<file path="src/rtl/sdac_pkg.sv">
package sdac_pkg;
    typedef enum logic [1:0] {
        MODE_RUN    = 2'b00,
        MODE_PD1K   = 2'b01,
        MODE_PD100K = 2'b10,
        MODE_HIZ    = 2'b11
    } pd_mode_e;

    localparam int FRAME_W = 24;
    localparam int CODE_W  = 16;
    localparam int MODE_LO = 16;
endpackage

</file>
<file path="src/rtl/sdac_rx.sv">
module sdac_rx #(
    parameter int FRAME_W = 24
) (
    input  logic               clk,
    input  logic               rst_n,
    input  logic               sync_n,
    input  logic               sclk,
    input  logic               sdin,
    output logic               frame_vld,
    output logic [FRAME_W-1:0] frame
);
    localparam int CNT_W = $clog2(FRAME_W + 1);
    localparam logic [CNT_W-1:0] LAST = CNT_W'(FRAME_W - 1);
    localparam logic [CNT_W-1:0] FULL = CNT_W'(FRAME_W);

    typedef struct packed {
        logic               sclk_q;
        logic [CNT_W-1:0]   cnt;
        logic [FRAME_W-1:0] sr;
    } rx_t;

    rx_t rx_d, rx_q;
    logic fall;

    always_comb begin
        rx_d      = rx_q;
        frame_vld = 1'b0;
        frame     = {rx_q.sr[FRAME_W-2:0], sdin};
        fall      = rx_q.sclk_q & ~sclk;
        rx_d.sclk_q = sclk;
        if (sync_n) begin
            rx_d.cnt = '0;
        end else if (fall && (rx_q.cnt < FULL)) begin
            rx_d.sr  = frame;
            rx_d.cnt = rx_q.cnt + 1'b1;
            if (rx_q.cnt == LAST) frame_vld = 1'b1;
        end
    end

    always_ff @(posedge clk or negedge rst_n) begin
        if (!rst_n) rx_q <= '0;
        else        rx_q <= rx_d;
    end

    p_cnt_max_r6: assert property (@(posedge clk) disable iff (!rst_n)
        rx_q.cnt <= FULL);
    p_sync_clr_r8: assert property (@(posedge clk) disable iff (!rst_n)
        sync_n |=> (rx_q.cnt == '0));
endmodule

</file>
<file path="src/rtl/sdac_wake.sv">
module sdac_wake #(
    parameter int WAKE_CYCLES = 313
) (
    input  logic clk,
    input  logic rst_n,
    input  logic start,
    input  logic hold,
    output logic idle
);
    localparam int CNT_W = $clog2(WAKE_CYCLES + 1);
    localparam logic [CNT_W-1:0] LOADV = CNT_W'(WAKE_CYCLES);

    typedef struct packed {
        logic [CNT_W-1:0] cnt;
    } wk_t;

    wk_t wk_d, wk_q;

    always_comb begin
        wk_d = wk_q;
        if (hold)                wk_d.cnt = '0;
        else if (start)          wk_d.cnt = LOADV;
        else if (wk_q.cnt != '0) wk_d.cnt = wk_q.cnt - 1'b1;
        idle = (wk_q.cnt == '0);
    end

    always_ff @(posedge clk or negedge rst_n) begin
        if (!rst_n) wk_q <= '0;
        else        wk_q <= wk_d;
    end

    p_wake_load_r7: assert property (@(posedge clk) disable iff (!rst_n)
        (start && !hold) |=> (wk_q.cnt == LOADV));
endmodule

</file>
<file path="src/rtl/sdac_outsel.sv">
module sdac_outsel
    import sdac_pkg::*;
(
    input  pd_mode_e mode,
    output logic     amp_en,
    output logic     pd_1k,
    output logic     pd_100k,
    output logic     out_hiz
);
    always_comb begin
        amp_en  = 1'b0;
        pd_1k   = 1'b0;
        pd_100k = 1'b0;
        out_hiz = 1'b0;
        case (mode)
            MODE_RUN:    amp_en  = 1'b1;
            MODE_PD1K:   pd_1k   = 1'b1;
            MODE_PD100K: pd_100k = 1'b1;
            default:     out_hiz = 1'b1;
        endcase
    end
endmodule

</file>
<file path="src/rtl/sdac_ctrl.sv">
module sdac_ctrl
    import sdac_pkg::*;
#(
    parameter int WAKE_CYCLES = 313
) (
    input  logic              clk,
    input  logic              rst_n,
    input  logic              sync_n,
    input  logic              sclk,
    input  logic              sdin,
    output logic [CODE_W-1:0] dac_code,
    output logic              amp_en,
    output logic              pd_1k,
    output logic              pd_100k,
    output logic              out_hiz,
    output logic              ready
);
    typedef struct packed {
        logic [CODE_W-1:0] code;
        pd_mode_e          mode;
    } reg_t;

    reg_t r_d, r_q;
    logic               frame_vld;
    logic [FRAME_W-1:0] frame;
    pd_mode_e           new_mode;
    logic               wake_start;
    logic               wake_idle;

    sdac_rx #(.FRAME_W(FRAME_W)) u_rx (
        .clk(clk), .rst_n(rst_n), .sync_n(sync_n), .sclk(sclk), .sdin(sdin),
        .frame_vld(frame_vld), .frame(frame)
    );

    always_comb begin
        r_d        = r_q;
        new_mode   = pd_mode_e'(frame[MODE_LO+1:MODE_LO]);
        wake_start = 1'b0;
        if (frame_vld) begin
            r_d.mode = new_mode;
            if (new_mode == MODE_RUN) begin
                r_d.code   = frame[CODE_W-1:0];
                wake_start = (r_q.mode != MODE_RUN);
            end
        end
    end

    always_ff @(posedge clk or negedge rst_n) begin
        if (!rst_n) r_q <= '{code: '0, mode: MODE_RUN};
        else        r_q <= r_d;
    end

    sdac_wake #(.WAKE_CYCLES(WAKE_CYCLES)) u_wake (
        .clk(clk), .rst_n(rst_n), .start(wake_start),
        .hold(r_d.mode != MODE_RUN), .idle(wake_idle)
    );

    sdac_outsel u_sel (
        .mode(r_q.mode), .amp_en(amp_en), .pd_1k(pd_1k),
        .pd_100k(pd_100k), .out_hiz(out_hiz)
    );

    assign dac_code = r_q.code;
    assign ready    = (r_q.mode == MODE_RUN) && wake_idle;

    p_code_hold_r4: assert property (@(posedge clk) disable iff (!rst_n)
        !(frame_vld && new_mode == MODE_RUN) |=> $stable(dac_code));
    p_ready_pd_r7: assert property (@(posedge clk) disable iff (!rst_n)
        (r_q.mode != MODE_RUN) |-> !ready);
    p_one_sel_r3: assert property (@(posedge clk) disable iff (!rst_n)
        $onehot({amp_en, pd_1k, pd_100k, out_hiz}));
    p_wake_low_r7: assert property (@(posedge clk) disable iff (!rst_n)
        wake_start |=> !ready);
endmodule

</file>
<file path="config.mk">
export PLATFORM = sky130hd
export DESIGN_NAME = sdac_ctrl
export DESIGN_NICKNAME = d
export VERILOG_FILES = /design/src/rtl/sdac_pkg.sv /design/src/rtl/sdac_rx.sv /design/src/rtl/sdac_wake.sv /design/src/rtl/sdac_outsel.sv /design/src/rtl/sdac_ctrl.sv
export SDC_FILE = /design/constraint.sdc
export NUM_CORES = 1
export LEC_CHECK = 0
export ABC_AREA = 1
export CAP_MARGIN = 0
export CORE_MARGIN = 3
export CORE_UTILIZATION = 50
export DETAILED_ROUTE_END_ITERATION = 7
export DONT_BUFFER_PORTS = 1
export PLACE_DENSITY = 0.77
export SLEW_MARGIN = 20
export SYNTH_ARGS = -nofsm -noshare
export SYNTH_HDL_FRONTEND = slang
export SYNTH_SLANG_ARGS = --single-unit
</file>
<file path="constraint.sdc">
create_clock -name clk -period 1.5 [get_ports clk]
set_clock_uncertainty 0.05 [all_clocks]
set_input_delay 0.3 -clock clk [delete_from_list [all_inputs] [get_ports clk]]
set_output_delay 0.3 -clock clk [all_outputs]
set_load 0.005 [all_outputs]
</file>
# == Word-level counts from Yosys, hierarchy flattened ==
# Index checks and enable logic that the tools add are counted.
# word_totals
regBits,57
inputBits,5
output_inout_bits,21
elab_cells,43
# op_classes
addsub,2
magnitude_cmp,1
eq_ne,3
n_mux,15
n_bitwise,3
n_reduce_logical,13
# op_table
cell,n
2-to-1 mux 29 bit,1
2-to-1 mux 9 bit,3
zero test 9 bit,1
2-to-1 mux 1 bit,9
nonzero test 9 bit,1
"subtractor 9 x 1 -> 9 bit, second input constant",1
nonzero test 2 bit,3
"adder 5 x 1 -> 5 bit, second input constant",1
"equality test 5 bit, second input constant",1
"less-than comparator 5 bit, second input constant",1
2-to-1 mux 5 bit,1
zero test 2 bit,2
AND reduction 2 bit,2
nonzero test 3 bit,1
OR reduction 3 bit,1
"equality test 2 x 1 -> 1 bit, second input constant",1
"equality test 2 bit, second input constant",1
logical AND 1 bit,2
2-to-1 mux 2 bit,1
inverter 1 bit,2
bitwise AND 1 bit,1

# == Longest topological paths before layout ==
# depth
word_depth,8
ltp_mapped,9
depth_no_buf,8

# == Modules after synthesis ==
# From an unflattened synthesis, not the netlist that was laid out.
# hier_totals
cells_unflattened,329
hier_area_um2,2917.8
# by_module_without_submodules
mod,instances,cells_per_inst,area_per_inst_um2,seq_area_each_um2
sdac_rx,1,147,1463.9,725.7
sdac_ctrl,1,101,884.6,450.4
sdac_wake,1,74,543.0,225.2
sdac_outsel,1,7,26.3,0.0

# == Least setup slack after synthesis ==
# No wires, ideal clock.
# synth_timing
kind,flip-flop to output port
startpoint,reg u_wake.wk_q[0] in the netlist's numbering
endpoint,out ready
arrival_ns,1.164
path_slack_ns,-0.014
stages_incl_launch_ff,7
n_path_buf,0
path_cell_list,dfrtp_1 > inv_1 > ha_1 > nand3_1 > nor2_1 > nand2_2 > nor2_1
# synth_between
elab_chain_len,2
# synth_rtl
element,line,source
from (decl),sdac_wake.sv:17,"wk_t wk_d, wk_q;"
from (signal assigned),sdac_wake.sv:29,else wk_q <= wk_d;
zero test 9 bit,sdac_wake.sv:24,idle = (wk_q.cnt == '0);
logical AND 1 bit,sdac_ctrl.sv:64,assign ready = (r_q.mode == MODE_RUN) && wake_idle;
to (decl),sdac_ctrl.sv:16,output logic ready
# Every way passes these cells.

# == Worst setup path in the final report ==
# Same ends and word-level chain as after synthesis.

==> impl_metrics.py <==
metrics = {
    "global_routing": {
        "track_usage": 0.166,
        "antenna_found_initial": 0,
        "grt_max_degree": 51,
        "grt_pass1_vias": 1532,
        "gr-total-overflow": 0,
        "grt_pass1_wl_um": 6910,
    },
    "pwr": {
        "switching_share": 0.237,
        "ir_drop_uv": 618,
        "cellPowerDensity_nw_per_um2": 810,
        "clockPowerShare": 0.326,
        "p_seq_frac": 0.617,
        "power_switching_mw": 0.550,
        "p_comb_frac": 0.056,
        "total_leakage_power_nw": 1.26,
        "power_mw": 2.32,
        "internal_power_mw": 1.77,
    },
    "sta": {
        "rsz0062_at_grt": "true",
        "setup_viol": 17,
        "worst_pin_slew_ns": 0.289,
        "period_share": 1.11,
        "timing.hold.ws_ns": -0.367,
        "fmax_ghz": 0.602,
        "hold_viol": 50,
        "drv_slew": 0,
        "setup_tns_ns": -0.631,
        "max_slew_margin": 0.808,
        "worst_slack_ns": -0.160,
        "period_needed_ns": 1.66,
    },
    "setup_path": {
        "path_class": "reg2out",
        "path_max_fanout": 2,
        "start_kind": "register",
        "worstPathArrival_ns": 1.31,
        "worstPathCellList": "inv_2 -> ha_4 -> nand3_4 -> nor2_4 -> nand2_2 -> nor2_2",
        "end_kind": "primary output",
        "crit_slowest_cell": "dfrtp_1",
        "critical_path_required_ns": 1.15,
        "max_stage_delay_ns": 0.38,
    },
    "outcome": {
        "violations": "negative hold slack, negative setup slack",
        "outcome": "finished with violations",
    },
    "finish": {
        "final_nets": 276,
        "final_util": 0.641,
        "insertedDiodeCount": 0,
        "syn_to_final_growth_pct": 20.9,
        "drive_above_1_share": 0.383,
    },
    "cts": {
        "cts_tree": "built",
        "path_clk_slew_ns": 0.09,
        "cts_root_buffer": "clkbuf_8",
        "cts_max_level": 2,
        "cts_max_path_buffers": 2,
        "clock_latency_ns": 0.30,
        "clock_sinks": 50,
        "cts_buffers": 5,
    },
    "synth": {
        "synth_seq_area_share": 0.527,
        "syn_avg_cell_area_um2": 9.39,
        "async_flop_share": 1.00,
        "ys_warn_count": 0,
        "synth_largest_area_cell": "dfrtp_1",
        "syn_nets": 260,
        "synth_cell_types": 27,
        "synth_top_area_share": 0.527,
        "syn_area_um2": 2370,
        "synth_edf_count": 0,
        "synth_ff_type": "dfrtp_1",
        "synth.area.top_cells": "dfrtp_1, nand2_1, o21ai_2",
        "ys_seq_elements": 50,
        "synth_cells": 253,
        "synth_common_cells": "dfrtp_1, nand2_1, inv_1, o21ai_0",
    },
    "drt": {
        "first_pass_iters": 4,
        "dr.first_iter.drc_count": 99,
        "dr_wl_met2_um": 2200,
        "wl_met3_um": 163,
        "via_per_inst": 5.00,
        "drtAntennaViolNets": 0,
        "wl_met1_um": 1940,
        "top_layer": "met4",
        "routed_wl_um": 4350,
        "num_vias": 1605,
        "drc_errors": 0,
        "routedWlPerCell_um": 13.6,
    },
    "floorplan": {
        "core_um2": 4470,
        "row_count": 24,
        "dieHeight_um": 74.9,
        "ios": 26,
        "fp.dieW_um": 74.9,
        "die-area_um2": 5610,
        "initial_core_util": 0.531,
    },
    "worst_hold_path": {
        "hold_class": "in2async",
    },
    "placed_design": {
        "portBuffers": 0,
        "dp_hpwl_um": 2570,
        "gp_congestion": 0.796,
    },
    "job": {
        "cap_violations": 0,
    },
}
[flip-flops by register name (all words and copies together), names as in the netlist]
| name | cells |
|---|---|
| u_rx.rx_q | 6 |
| u_wake.wk_q | 9 |
| r_q | 2 |
| dac_code | 16 |
| u_rx.frame | 17 |
[placed cells by master, fill, tap and decap left out, types with 3 or more instances in the layout]
| master | count |
|---|---|
| nor2_1 | 12 |
| nand2_4 | 16 |
| nor2_2 | 3 |
| xor2_1 | 4 |
| nand3_4 | 3 |
| inv_2 | 5 |
| o21ai_0 | 19 |
| nor2_4 | 4 |
| o21ai_2 | 16 |
| buf_4 | 25 |
| inv_1 | 31 |
| nand3_1 | 8 |
| clkbuf_8 | 5 |
| a21oi_2 | 6 |
| dfrtp_1 | 50 |
| nand2_2 | 6 |
| xnor2_1 | 3 |
| nand2_1 | 32 |
[layer usage]
layer | GRT usage | vias up
met5 | 0 | -
met4 | 0.0613 | 0
met3 | 0.0601 | 6
met2 | 0.261 | 27
met1 | 0.210 | 762
li1 | - | 810
[critical path: cells and delay by family (launching register included)]
| kind | cells | cell delay, ns |
|---|---|---|
| and+or+nand+nor | 4 | 0.38 |
| buffers and inverters | 1 | 0.09 |
| adders and majority gates | 1 | 0.15 |
| DFF | 1 | 0.38 |
[kinds of logic after synthesis]
family,synth area share
flops,0.527
fa+ha+maj,0.0105
buf+inv,0.127
simple gates,0.189
compound gates,0.121
xor+xnor,0.0258
[worst paths after layout]
check / start / to / slack, ns / depth (start not counted)
max: u_wake.wk_q[0] / ready / -0.16 / 6
min: rst_n / dac_code[4] / -0.37 / 0
max reg2reg: u_wake.wk_q[0] / u_wake.wk_q[1] / -0.12 / 11
min reg2reg: u_rx.frame[9] / u_rx.frame[9] / 0.44 / 2
max in group asynchronous: rst_n / r_q[0] / 1.68 / 0
min in group clk: sdin / dac_code[0] / 0.10 / 2
[cell type report]
cell class                 count  area [um2]
sequential                    50        1250
tap                           52        65.1
inverter                      36         135
timing repair buffer          31         292
fill                         349        1600
clock inverter                 2        13.8
multi-input combinational    145        1040
clock buffer                   5        68.8
[power groups by stage]
stage	clock [mW]	sequential, mW	combinational, mW
after floorplan	0	1.46	0.0983
after CTS	0.798	1.43	0.130
after global placement	0	1.46	0.123
after global routing	0.858	1.44	0.154
final	0.759	1.43	0.131
after detailed placement	0	1.46	0.127
[timing repair]
item                                    in CTS  in global routing
hold buffers                                 1                  1
gates cloned                                 1                  1
endpoints found under the setup margin      20                 26
endpoints found under the hold margin       51                 51
resized for setup                           12                 47
setup buffers                                9                  6
pin swaps                                    8                  8
[stage by stage]
step                      setup WS (ns)  instance area, um2  std cells
after detailed placement        -0.0581                2380        295
after global routing             -0.230                2870        321
after CTS                        -0.172                2610        313
after global placement          -0.0261                2380        295
final                            -0.160                2870        321
after floorplan                 0.00209                2380        253
Note: power is estimated with default switching activity, not from simulation.
